==> src/rtl/romlg_pkg.sv <==
package romlg_pkg;

    typedef enum logic [1:0] {
        S_FETCH   = 2'd0,
        S_CAPTURE = 2'd1,
        S_RUN     = 2'd2
    } guard_state_t;

endpackage

==> src/rtl/romlg_rom.sv <==
// Synchronous boot ROM model whose contents are computed from the address.
module romlg_rom #(
    parameter int              ADDR_W    = 17,
    parameter int              DATA_W    = 32,
    parameter logic [ADDR_W-1:0] WORD_LOC  = 17'h03FF4,
    parameter logic [DATA_W-1:0] LOC_WORD  = 32'h5678_3000
) (
    input  logic              clk,
    input  logic              rst_n,
    input  logic              en_i,
    input  logic [ADDR_W-1:0] addr_i,
    output logic [DATA_W-1:0] q_o
);
    localparam int HALF_W = DATA_W / 2;

    logic [DATA_W-1:0] word_d;

    always_comb begin
        if (addr_i == WORD_LOC) begin
            word_d = LOC_WORD;
        end else begin
            word_d = '0;
            word_d[HALF_W-1:0]      = HALF_W'(addr_i);
            word_d[DATA_W-1:HALF_W] = ~HALF_W'(addr_i);
        end
    end

    always_ff @(posedge clk or negedge rst_n) begin
        if (!rst_n) begin
            q_o <= '0;
        end else if (en_i) begin
            q_o <= word_d;
        end
    end
endmodule

==> src/rtl/romlg_limit_reg.sv <==
// Shrink-only limit register with post-reset load.
module romlg_limit_reg #(
    parameter int                ADDR_W    = 17,
    parameter logic [ADDR_W-1:0] FULL_SIZE = 17'h04000
) (
    input  logic              clk,
    input  logic              rst_n,
    input  logic              run_i,
    input  logic              load_i,
    input  logic [ADDR_W-1:0] load_val_i,
    input  logic              wr_i,
    input  logic [ADDR_W-1:0] wdata_i,
    output logic [ADDR_W-1:0] limit_o
);
    logic accept_wr;

    always_comb begin
        accept_wr = wr_i && run_i && (wdata_i <= limit_o);
    end

    always_ff @(posedge clk or negedge rst_n) begin
        if (!rst_n) begin
            limit_o <= FULL_SIZE;
        end else if (load_i) begin
            limit_o <= load_val_i;
        end else if (accept_wr) begin
            limit_o <= wdata_i;
        end
    end

    // once in service the limit never grows
    a_r5_no_raise: assert property (@(posedge clk) disable iff (!rst_n)
        ($past(run_i) && run_i) |-> (limit_o <= $past(limit_o)));

    // an accepted write shows up one cycle later
    a_r6_shrink_lands: assert property (@(posedge clk) disable iff (!rst_n)
        (wr_i && run_i && !load_i && (wdata_i <= limit_o)) |=> (limit_o == $past(wdata_i)));
endmodule

==> src/rtl/romlg_ctrl.sv <==
// Load sequencer and read-response stage.
module romlg_ctrl
    import romlg_pkg::*;
#(
    parameter int                ADDR_W   = 17,
    parameter logic [ADDR_W-1:0] WORD_LOC = 17'h03FF4
) (
    input  logic              clk,
    input  logic              rst_n,
    input  logic              trusted_i,
    input  logic              rd_req_i,
    input  logic [ADDR_W-1:0] rd_addr_i,
    input  logic [ADDR_W-1:0] limit_i,
    output logic              rom_en_o,
    output logic [ADDR_W-1:0] rom_addr_o,
    output logic              load_o,
    output logic              run_o,
    output logic              resp_valid_o,
    output logic              resp_fault_o,
    output logic              resp_busy_o
);
    guard_state_t state_q, state_d;

    // state register
    always_ff @(posedge clk or negedge rst_n) begin
        if (!rst_n) begin
            state_q <= S_FETCH;
        end else begin
            state_q <= state_d;
        end
    end

    // next state and control outputs
    always_comb begin
        state_d    = state_q;
        rom_en_o   = 1'b0;
        rom_addr_o = WORD_LOC;
        load_o     = 1'b0;
        run_o      = 1'b0;
        unique case (state_q)
            S_FETCH: begin
                if (trusted_i) begin
                    state_d = S_RUN;
                end else begin
                    rom_en_o = 1'b1;
                    state_d  = S_CAPTURE;
                end
            end
            S_CAPTURE: begin
                load_o  = 1'b1;
                state_d = S_RUN;
            end
            S_RUN: begin
                run_o      = 1'b1;
                rom_en_o   = rd_req_i;
                rom_addr_o = rd_addr_i;
            end
            default: begin
                state_d = S_FETCH;
            end
        endcase
    end

    // response stage: judged against the limit held before any same-cycle write
    always_ff @(posedge clk or negedge rst_n) begin
        if (!rst_n) begin
            resp_valid_o <= 1'b0;
            resp_fault_o <= 1'b0;
            resp_busy_o  <= 1'b0;
        end else begin
            resp_valid_o <= rd_req_i && run_o;
            resp_fault_o <= rd_req_i && run_o && (rd_addr_i >= limit_i);
            resp_busy_o  <= rd_req_i && !run_o;
        end
    end

    // a request before service is answered busy
    a_r8_early_busy: assert property (@(posedge clk) disable iff (!rst_n)
        (rd_req_i && (state_q != S_RUN)) |=> (resp_busy_o && !resp_valid_o));

    // a response never appears without a request one cycle earlier
    a_r3_valid_needs_req: assert property (@(posedge clk) disable iff (!rst_n)
        resp_valid_o |-> $past(rd_req_i));

    // valid and busy are exclusive
    a_r10_exclusive: assert property (@(posedge clk) disable iff (!rst_n)
        $onehot0({resp_valid_o, resp_busy_o}));
endmodule

==> src/rtl/rom_limit_guard.sv <==
module rom_limit_guard #(
    parameter int                ADDR_W    = 17,
    parameter int                DATA_W    = 32,
    parameter logic [ADDR_W-1:0] ROM_SIZE  = 17'h04000,
    parameter logic [ADDR_W-1:0] STORED_LIMIT = 17'h03000,
    parameter logic [DATA_W-ADDR_W-1:0] STORED_TAG = 15'h2B3C
) (
    input  logic              clk,
    input  logic              rst_n,
    input  logic              trusted_i,
    input  logic              rd_req_i,
    input  logic [ADDR_W-1:0] rd_addr_i,
    output logic              rd_valid_o,
    output logic [DATA_W-1:0] rd_data_o,
    output logic              rd_fault_o,
    output logic              rd_busy_o,
    input  logic              csr_wr_i,
    input  logic [ADDR_W-1:0] csr_wdata_i,
    output logic [DATA_W-1:0] csr_rdata_o
);
    localparam logic [ADDR_W-1:0] WORD_LOC = ROM_SIZE - ADDR_W'(12);
    localparam logic [DATA_W-1:0] LOC_WORD = {STORED_TAG, STORED_LIMIT};

    logic              rom_en;
    logic [ADDR_W-1:0] rom_addr;
    logic [DATA_W-1:0] rom_q;
    logic              load;
    logic              run;
    logic [ADDR_W-1:0] limit;

    romlg_ctrl #(.ADDR_W(ADDR_W), .WORD_LOC(WORD_LOC)) ctrl_i (
        .clk          (clk),
        .rst_n        (rst_n),
        .trusted_i    (trusted_i),
        .rd_req_i     (rd_req_i),
        .rd_addr_i    (rd_addr_i),
        .limit_i      (limit),
        .rom_en_o     (rom_en),
        .rom_addr_o   (rom_addr),
        .load_o       (load),
        .run_o        (run),
        .resp_valid_o (rd_valid_o),
        .resp_fault_o (rd_fault_o),
        .resp_busy_o  (rd_busy_o)
    );

    romlg_rom #(.ADDR_W(ADDR_W), .DATA_W(DATA_W), .WORD_LOC(WORD_LOC), .LOC_WORD(LOC_WORD)) rom_i (
        .clk    (clk),
        .rst_n  (rst_n),
        .en_i   (rom_en),
        .addr_i (rom_addr),
        .q_o    (rom_q)
    );

    romlg_limit_reg #(.ADDR_W(ADDR_W), .FULL_SIZE(ROM_SIZE)) limit_i (
        .clk        (clk),
        .rst_n      (rst_n),
        .run_i      (run),
        .load_i     (load),
        .load_val_i (rom_q[ADDR_W-1:0]),
        .wr_i       (csr_wr_i),
        .wdata_i    (csr_wdata_i),
        .limit_o    (limit)
    );

    always_comb begin
        rd_data_o   = (rd_valid_o && !rd_fault_o) ? rom_q : '0;
        csr_rdata_o = DATA_W'(limit);
    end

    // a faulting response carries no data
    a_r4_fault_zero: assert property (@(posedge clk) disable iff (!rst_n)
        rd_fault_o |-> (rd_valid_o && (rd_data_o == '0)));

    // upper readback bits are zero
    a_r7_upper_zero: assert property (@(posedge clk) disable iff (!rst_n)
        csr_rdata_o[DATA_W-1:ADDR_W] == '0);
endmodule

==> config.mk <==
export PLATFORM = sky130hd
export DESIGN_NAME = rom_limit_guard
export DESIGN_NICKNAME = d
export VERILOG_FILES = /design/src/rtl/romlg_pkg.sv /design/src/rtl/romlg_rom.sv /design/src/rtl/romlg_limit_reg.sv /design/src/rtl/romlg_ctrl.sv /design/src/rtl/rom_limit_guard.sv
export SDC_FILE = /design/constraint.sdc
export NUM_CORES = 1
export LEC_CHECK = 0
export ABC_AREA = 0
export CORE_UTILIZATION = 43
export DETAILED_ROUTE_END_ITERATION = 6
export GPL_TIMING_DRIVEN = 0
export PLACE_DENSITY = 0.76
export SLEW_MARGIN = 10
export SYNTH_ARGS = -nofsm -noshare
export SYNTH_HDL_FRONTEND = slang
export SYNTH_SLANG_ARGS = --single-unit
==> constraint.sdc <==
create_clock -name clk -period 2.08 [get_ports clk]
set_input_delay 0.52 -clock clk [delete_from_list [all_inputs] [get_ports clk]]
set_output_delay 0.52 -clock clk [all_outputs]
set_load 0.01 [all_outputs]
# == Word-level counts from Yosys, hierarchy flattened ==
# Cells that the tools add are included.
# totals
register_bits,54
latch_bits,0
mem_bits_rw,0
rom_bits,0
in_bits,39
out_inout_bits,67
elab_cells,33
mem_count,0
# op_classes
addsub,0
n_mul,0
n_div,0
magnitude_cmp,2
eq_ne,3
shift,0
n_mux,11
bitwise_logic,1
reduce_logical,10
# op_table
op,count
32-bit 2-to-1 mux,2
17-bit 2-to-1 mux,3
17-bit by 14-bit == test with 1-bit output (second input constant),1
17-bit >= comparator,1
17-bit <= comparator,1
16-bit NOT,1
1-bit logical AND,6
2-bit one-hot mux with 3 select lines,1
1-bit 2-to-1 mux,3
2-bit by 1-bit == test with 1-bit output (second input constant),1
2-bit == test (second input constant),1
1-bit zero test,2
2-bit zero test,1
2-bit 2-to-1 mux,1
1-bit one-hot mux with 2 select lines,1
2-bit nonzero test,1

# == Depth between registers and ports, before layout ==
# Gate-level depths: netlist of the first run.
# logic_depth
depth_word,6
mapped_depth,9
ltp_nobuf,8

# == By module ==
# From an unflattened synthesis of the first run, not the netlist that was laid out.
# hier_totals
hier_cells,418
area_unflattened_um2,4101.4
# by_module_without_submodules
module,n_inst,cells_per_inst,area_each_um2,seq_area_each_um2
romlg_limit_reg,1,163,1516.5,426.7
romlg_rom,1,113,1370.1,800.8
romlg_ctrl,1,88,740.7,125.1
rom_limit_guard,1,54,474.2,0.0

# == Worst setup path before layout of the first run ==
# OpenSTA, ideal clock, no wires.
# synth_timing
kind,register -> register
from,reg limit_i.limit_o[14]
to,reg limit_i.limit_o[10]
setup_time_ns,0.126
t_arrival_ns,2.099
t_required_ns,1.954
setup_slack_ns,-0.145
path_stages_with_launch,9
path_buffers,1
synth_period_minus_slack_ns,2.225
path_cell_list,dfstp_2 > inv_1 > ha_1 > nand4_1 > nor2_1 > a221o_1 > o31ai_2 > buf_6 > a221oi_2
# synth_between
elab_chain_len,3
# synth_lines
item,line_no,text
from (decl),romlg_limit_reg.sv:13,output logic [ADDR_W-1:0] limit_o
from (signal assigned),romlg_limit_reg.sv:25,limit_o <= load_val_i;
from (signal assigned),romlg_limit_reg.sv:27,limit_o <= wdata_i;
17-bit <= comparator,romlg_limit_reg.sv:18,accept_wr = wr_i && run_i && (wdata_i <= limit_o);
1-bit logical AND,romlg_limit_reg.sv:18,
2-bit nonzero test (no line),--,
# No other way between the ends.
# A chain may end at the register's enable or synchronous reset.

# == Worst setup path in the final report of the first run ==
# layout_timing
from,reg limit_i.limit_o[14]
to,reg limit_i.limit_o[6]
# Same word-level chain as after synthesis.

==> flow_results.org, run 1 <==
** STA
- Setup ws final :: -297.9 ps
- The max-slew violation total from the final report came to 0.
- Of the available clock period, the critical path in the final layout requires 114.3%.
- The routed design could run at a clock period as short as 2378 ps.
- Setup repair after global routing missed its margin :: true
- Summed over all failing endpoints, the final setup total negative slack is -4327 ps.
- The number of hold violations in the final report is 0.
- Highest achievable clock rate :: 0.4205 GHz
- Layout Skew :: 17.38 ps
- At the pin with the least slew margin, the transition time is 687.4 ps.
- Final Setup Violations :: 17
- Worst max-slew margin expressed relative to the limit :: 54.17%

** Power and ir drop
- Switching power :: 2.361 mW
- Power Total :: 5.727 mW
- Part of the power in combinational logic :: 59.0%
- Net switching share of the total power :: 41.22%
- The share of total power dissipated in sequential elements is 30.2%.
- PwrDens :: 1146 mW/mm2
- Per report_power, the clock group accounts for 10.9% of the total.
- IR analysis of the VDD net gives a maximum drop of 0.0005166 V.
- Design internal power :: 3.367 mW
- In this run the static leakage power is 2.442 nW.

** Place
- Post-Place Setup Slack :: -830.4 ps
- After detailed placement, the total cell area comes to 0.004683 mm2.
- Detailed placement finished with a half-perimeter wire length of 7.867 mm.
- The count of buffers added on input and output ports is 90.
- At the end of routability-driven placement, the weighted congestion stood at 0.9008.

** Clock network
- Root buf cell :: clkbuf_8
- Skew-Pair Late Insertion Delay :: 320 ps
- CTS HTree Levels :: 2
- Clock edge transition at the registers on the reported setup and hold paths :: 110 ps
- The clock drives 54 sinks.
- No sink is reached through more buffers than the 2 on the longest clock path.
- CTS tree :: built
- Clock tree synthesis inserted a total of 5 buffers.

** Outcome
- Violations in the final reports :: negative setup slack
- The run finished, with violations left.

** Worst setup path
- Worst-case reg-to-reg path depth :: 8
- On the worst path, the slowest cell contributes a delay of 560 ps.
- By startpoint and endpoint, the worst setup path is classified as flip-flop to flip-flop.
- The critical path goes through inv_2 -> ha_4 -> nand4_1 -> nor4_4 -> a21boi_4 -> o31ai_4 -> buf_6 -> a221oi_2.
- The worst setup path is captured at a flip-flop.
- WP data arrival :: 2600 ps
- CP max-delay cell :: dfstp_2
- At the worst endpoint, the required time is 2300 ps.
- Along the worst path, the maximum fanout reaches 5.
- The worst setup path is launched from a flip-flop.

** Route
- The first detailed-routing pass took 5 iterations.
- Number of vias per cell :: 5.530
- Total wirelength of the detailed-routed design :: 11.08 mm
- Remaining antenna violation count after routing :: 0
- In the final routed layout, each cell accounts on average for 17.64 um.
- After detailed routing, the number of remaining DRC violations is 0.
- First-iteration detailed-routing DRC count :: 209
- The final route contains 3473 vias.

** Die
- For this design the top-level I/O count stands at 106.
- Initial core utilization :: 45.11%
- Floorplan die height :: 92.51 um
- Site row count :: 32
- The die covers 0.008557 mm2.
- The floorplan step defined a core boundary enclosing 0.007807 mm2.
- Die Wd :: 92.51 um

** Final layout
- Util after Layout :: 64.01%
- Compared with the post-synthesis result, the final layout area differs by 41.88%.
- After routing the design area is 0.004997 mm2.
- Cells with a size suffix above 1 make up 25.67% of the layout.
- After filler insertion, the fill cell instance count of the layout stands at 648.
- The repair_antennas step left the layout with diodes totalling 0.
- Final net count :: 598

** Global routing
- GRT Total Usage :: 26.16%
- The number of antenna violations at the first check in global routing was 0.
- Vias in the first global route :: 3402
- Global-route wire length before repair :: 17.43 mm
- After global routing the overflow that remains totals 0.
- Entering global routing, the biggest net connects 29 pins.

** Job
- The tool flagged a number of max-cap violations equal to 0.

** Synthesis
- Flip-flop and latch count after synthesis :: 54
- Share of Yosys cell area claimed by the top area cell type :: 37.66%
- Primary flip-flop cell chosen by synthesis mapping :: dfrtp_1
- Number of cells produced by synthesis :: 390
- During synthesis, Yosys emitted a total of 0 warnings.
- By instance count, the leading cell after synthesis is nor2_1.
- The synthesized design contains 0 enable-type register cells.
- The netlist uses 47 different library cells.
- Of all cell types, the one taking the most synthesized area is dfrtp_1.
- Top cells by count, synth :: nor2_1 (68), dfrtp_1 (53), and2_1 (34), ha_1 (34), nand2_1 (33)
- Register area share after synthesis :: 38.40%
- Post-synthesis average cell area :: 9.031 um2
- Sorting the synthesized cells by area gives the leading types as dfrtp_1 (38%), ha_1 (12%), nor2_1 (7.2%).
- Synthesized cell area :: 0.003522 mm2
- Counting flops with an async set or reset pin after synthesis yields a share of 100.0%.

** Hold path
- The tightest min-delay check is of the input pin to asynchronous set/reset pin type.
[cells by family (layout without fill, tap and decap cells)]
group / after synthesis / after routing / synth area share (%)
other: 1 / 15 / 0.1065
adders and majority gates: 34 / 34 / 12.08
AOI/OAI and AO/OA: 84 / 84 / 19.25
DFF: 54 / 54 / 38.40
and+or+nand+nor: 164 / 164 / 22.17
buffers and inverters: 53 / 175 / 7.993
[layer usage]
layer / up-vias / GRT usage [%] / wire length (um) / share of wire, %
met5: - / 0 / 0 / 0
met4: 0 / 7.422 / 258 / 2.3
met3: 28 / 4.598 / 842 / 7.6
met2: 174 / 42.65 / 5262 / 47
met1: 1678 / 35.58 / 4717 / 43
li1: 1593 / - / - / -
[layout make-up]
cell class	count	area, um2	area share [%]
inverter	20	75.07	1.502
clock buffer	6	72.57	1.452
multi-input combinational	297	2113	42.29
buffer	33	250.2	5.008
clock inverter	2	16.27	0.3255
sequential	54	1353	27.07
timing repair buffer	114	989.7	19.80
tap	102	127.6	2.554
[power groups by stage]
stage | Clock [mW] | Combinational (mW) | Sequential, mW
after floorplan | 0 | 1.67 | 1.73
after global placement | 0 | 2.81 | 1.73
after detailed placement | 0 | 2.90 | 1.74
after global routing | 0.656 | 3.68 | 1.76
final | 0.623 | 3.38 | 1.73
after CTS | 0.624 | 3.22 | 1.70
[per-stage QoR]
step           cells  hold WS [ps]
6_report         628         229.0
5_1_grt          628         257.1
4_1_cts          624         242.2
3_5_place_dp     597         470.5
3_3_place_gp     596         453.6
2_1_floorplan    404         224.4
[critical path, delay by kind of cell (launching register included)]
| kind | cells | cell delay [ps] |
|---|---|---|
| AOI/OAI and AO/OA | 3 | 710 |
| adders and majority gates | 1 | 260 |
| DFF | 1 | 560 |
| buffers and inverters | 2 | 230 |
| and+or+nand+nor | 2 | 500 |
[what timing repair did]
item                                    CTS  global route
cloned                                    1             2
hold endpoints to repair                  0             0
pin swaps                                19             1
endpoints found under the setup margin   64            57
hold buffers                              0             0
setup buffers                            18             2
gates resized for setup                  75            91
[final timing paths]
| path | from | to | slack, ps |
|---|---|---|---|
| worst max-delay path | limit_i.limit_o[14] | limit_i.limit_o[6] | -300 |
| worst min-delay path | rst_n | rom_i.q_o[19] | 230 |
| worst max register to register | limit_i.limit_o[14] | limit_i.limit_o[6] | -300 |
| worst min register to register | rom_i.q_o[27] | rom_i.q_o[27] | 490 |
| max in group asynchronous | rst_n | rom_i.q_o[9] | 1270 |
| min in group clk | rom_i.q_o[27] | rom_i.q_o[27] | 490 |
[cell usage in the layout, fill, tap and decap left out, drive strengths merged, types with 5 or more instances in the layout]
cell / n
clkbuf: 41
a21o: 5
inv: 21
o31ai: 5
ha: 34
clkdlybuf4s50: 39
conb: 15
nand3: 8
a221oi: 16
nand4: 5
and2: 34
dlygate4sd2: 15
nand2: 35
buf: 54
a21oi: 15
dfrtp: 53
o21ai: 19
o22a: 6
nor2: 68
[state kept, by name, indices dropped and copies added, names as in the netlist]
| name | cells |
|---|---|
| ctrl_i.resp_valid_o | 1 |
| ctrl_i.resp_fault_o | 1 |
| rom_i.q_o | 32 |
| ctrl_i.state_q | 2 |
| ctrl_i.resp_busy_o | 1 |
| limit_i.limit_o | 17 |
Note: power is estimated with default switching activity, not from simulation.
==> run 2: changes to the inputs <==
- PLACE_DENSITY: 0.76 -> 0.77
==> run 2 against run 1 <==
Compared with the run above: the run still ends with negative setup slack left; setup slack got worse by 94 ps; maximum frequency decreased by 3.8%; clock skew decreased by 13 ps; core utilization increased by 1.6 points; first-iteration DRC count decreased by 1.9%; global-route usage increased by 0.81 points; wire length increased by 4.3%.
==> flow_results.org, run 2 (same netlist as run 1, synthesis figures left out) <==
** Worst setup path
- Traced cell by cell, the critical path runs through clkdlybuf4s50_1 -> ha_1 -> a21oi_2 -> o21ai_1 -> a221o_2 -> nor3_4 -> nand2_4 -> buf_8 -> a221oi_2.
- Type of element launching the critical path :: input pin
- In this run the worst path has a maximum fanout of 10.
- The worst setup path is of the input pin to flip-flop kind.
- At the worst endpoint, the required time is 2300 ps.
- WP data arrival :: 2690 ps
- The slowest stage of the critical path belongs to the cell clkdlybuf4s50_1.
- STA classifies the critical path endpoint as a flip-flop.
- Maximum single-stage delay on the critical path :: 470 ps

** Route
- First-iteration detailed-routing DRC count :: 205
- Wires add up to 11.56 mm.
- The first TritonRoute pass finished after 5 iterations.
- After detailed routing, the number of remaining DRC violations is 0.
- Remaining antenna violation count after routing :: 0
- The detailed router placed 3533 vias in this run.
- After detailed routing, the average wire length per cell comes to 18.21 um.
- Number of vias per cell :: 5.564

** Global routing
- The via count of the first global-routing pass is 3574.
- Number of antenna violations at the first check in global routing :: 0
- Global-route wire length before repair :: 17.85 mm
- Entering global routing, the biggest net connects 30 pins.
- After global routing the overflow that remains totals 0.
- In the global route stage, overall resource usage came out at 26.97%.

** STA
- Final Hold Violating Endpoints :: 0
- Derived from the worst setup path, the maximum achievable clock frequency is 0.4045 GHz.
- Final Setup Violations :: 17
- Hold is met by 220.4 ps.
- Final critical-path required period :: 2472 ps
- Dividing the final minimum period by the clock period gives 118.8%.
- At the pin with the least slew margin, the transition time is 652.8 ps.
- For the final routed database, the setup TNS stands at -5706 ps.
- Layout Skew :: 4.316 ps
- The worst pin sits at a relative slew slack of 56.48%.
- Setup slack on the critical path of the routed design comes to -392.1 ps.
- Setup repair after global routing missed its margin :: true
- Number of max-slew violations in the final report :: 0

** Power and ir drop
- Clk pwr share :: 12.6%
- Switching power :: 2.433 mW
- In this run the power density over the cells is 1168 mW/mm2.
- Part of the power in combinational logic :: 58.5%
- Design internal power :: 3.550 mW
- Net switching is 40.66% of the power.
- Lkg Pwr :: 2.500 nW
- Overall power consumption after layout is estimated at 5.982 mW.
- Across the VDD grid, the largest voltage drop is 0.0005816 V.
- Per report_power, the sequential group accounts for 28.8% of the total.

** Hold path
- Type of the most critical hold path :: input pin to asynchronous set/reset pin

** Final layout
- Fillcell total :: 632
- Synthesis-to-finish area growth :: 45.40%
- Util after Layout :: 65.59%
- Number of inserted diodes :: 0
- The largest registers in the layout are rom_i.q_o x32, limit_i.limit_o x17, ctrl_i.state_q x2.
- Most common library cell in the layout ignoring fill and taps :: nor2_1
- Commonest cells after routing, fill and taps aside :: nor2_1 (67), dfrtp_1 (53), clkdlybuf4s50_1 (41)
- Final net count :: 605
- The register with the most flip-flops in the layout has 32 of them.
- Register containing the most flip-flops in the final layout :: rom_i.q_o
- Of the cells placed in the final design, the portion with a size suffix greater than 1 is 23.08%.

** Die
- Die Wd :: 92.51 um
- The die covers 0.008557 mm2.
- Site row count :: 32
- Measured along the y axis, the die boundary spans 92.51 um.
- The initial utilization of the core area, before any placement, comes to 45.11%.
- For this design the top-level I/O count stands at 106.
- Core area :: 0.007807 mm2

** Clock network
- Clock-pin slew was measured on the worst setup and hold paths at 110 ps.
- Total clock buffers created by CTS :: 5
- The tree built by TritonCTS fans out to 54 sinks.
- The clock tree synthesis step divided the H-tree into 2 levels.
- Clock tree synthesis selected as its root buffer the cell clkbuf_8.
- Counting along the longest clock path gives a buffer depth of 2.
- TritonCTS built the clock tree.
- For the worst-skew pair, the clock arrives at the later sink with an insertion delay of 310 ps.

** Place
- HPWL after detailed placement :: 8.084 mm
- Buffers added on ports :: 90
- Post-Place Setup Slack :: -816.8 ps
- The congestion estimate from routability-driven global placement came to 0.9184.

** Outcome
- The flow ran to the end, but the final reports show violations.
- The checks that failed: negative setup slack.

** Job
- Across the run, the number of max-cap violations was 0.
==> run 2: changes by cell type in the layout (fill, tap and decap cells not counted), sizes merged <==
cell,previous run,this run
buf,54,51
bufinv,0,1
clkbuf,41,29
clkdlybuf4s50,39,41
clkinvlp,1,0
dlygate4sd2,15,36
dlymetal6s2s,3,1
inv,21,22
==> run 2: path summary, 6_finish.rpt <==
kind | startpoint | end | slack, ps | cells after the start
max in group asynchronous | rst_n | rom_i.q_o[16] | 1270 | 2
max | csr_wdata_i[5] | limit_i.limit_o[13] | -390 | 9
min | rst_n | rom_i.q_o[19] | 220 | 1
max reg2reg | limit_i.limit_o[16] | limit_i.limit_o[13] | -360 | 10
min in group clk | rom_i.q_o[27] | rom_i.q_o[27] | 490 | 2
min reg2reg | rom_i.q_o[27] | rom_i.q_o[27] | 490 | 2
==> run 2: worst max-delay path, delay by kind of cell <==
kind | cells | cell delay, ps
simple gates | 2 | 370
fa+ha+maj | 1 | 250
compound gates | 4 | 910
buf+inv | 2 | 640
==> run 2: cell type report <==
class / instances / area [um2] / share of cell area [%]
timing repair buffer: 121 / 1075 / 20.99
sequential: 54 / 1353 / 26.41
inverter: 20 / 75.07 / 1.466
multi-input combinational: 297 / 2130 / 41.58
clock inverter: 3 / 47.55 / 0.9284
buffer: 33 / 245.2 / 4.789
clock buffer: 5 / 68.82 / 1.344
tap: 102 / 127.6 / 2.492
==> run 2: layer usage <==
| layer | track usage [%] | wire, um |
|---|---|---|
| met1 | 34.93 | 4706 |
| met5 | 0 | 0 |
| met2 | 45.12 | 5649 |
| met4 | 9.245 | 291 |
| met3 | 4.926 | 913 |
==> run 2: power by group through the flow <==
stage	clock network, mW	logic (mW)	registers [mW]
after global routing	0.798	3.76	1.77
final	0.756	3.50	1.72
after floorplan	0	1.67	1.73
after detailed placement	0	2.93	1.73
after global placement	0	2.81	1.73
after CTS	0.764	3.21	1.71
==> run 2: stage by stage <==
stage	area [um2]	instances
2_1_floorplan	3640	404
3_3_place_gp	4668	596
3_5_place_dp	4683	597
4_1_cts	5049	627
5_1_grt	5121	635
6_report	5121	635
==> run 2: repair_timing <==
| item | CTS | global route |
|---|---|---|
| gates cloned | 2 | 0 |
| hold buffers | 0 | 0 |
| gates resized for setup | 86 | 29 |
| pin swaps | 17 | 8 |
| setup buffers | 20 | 8 |
| setup endpoints to repair | 64 | 62 |
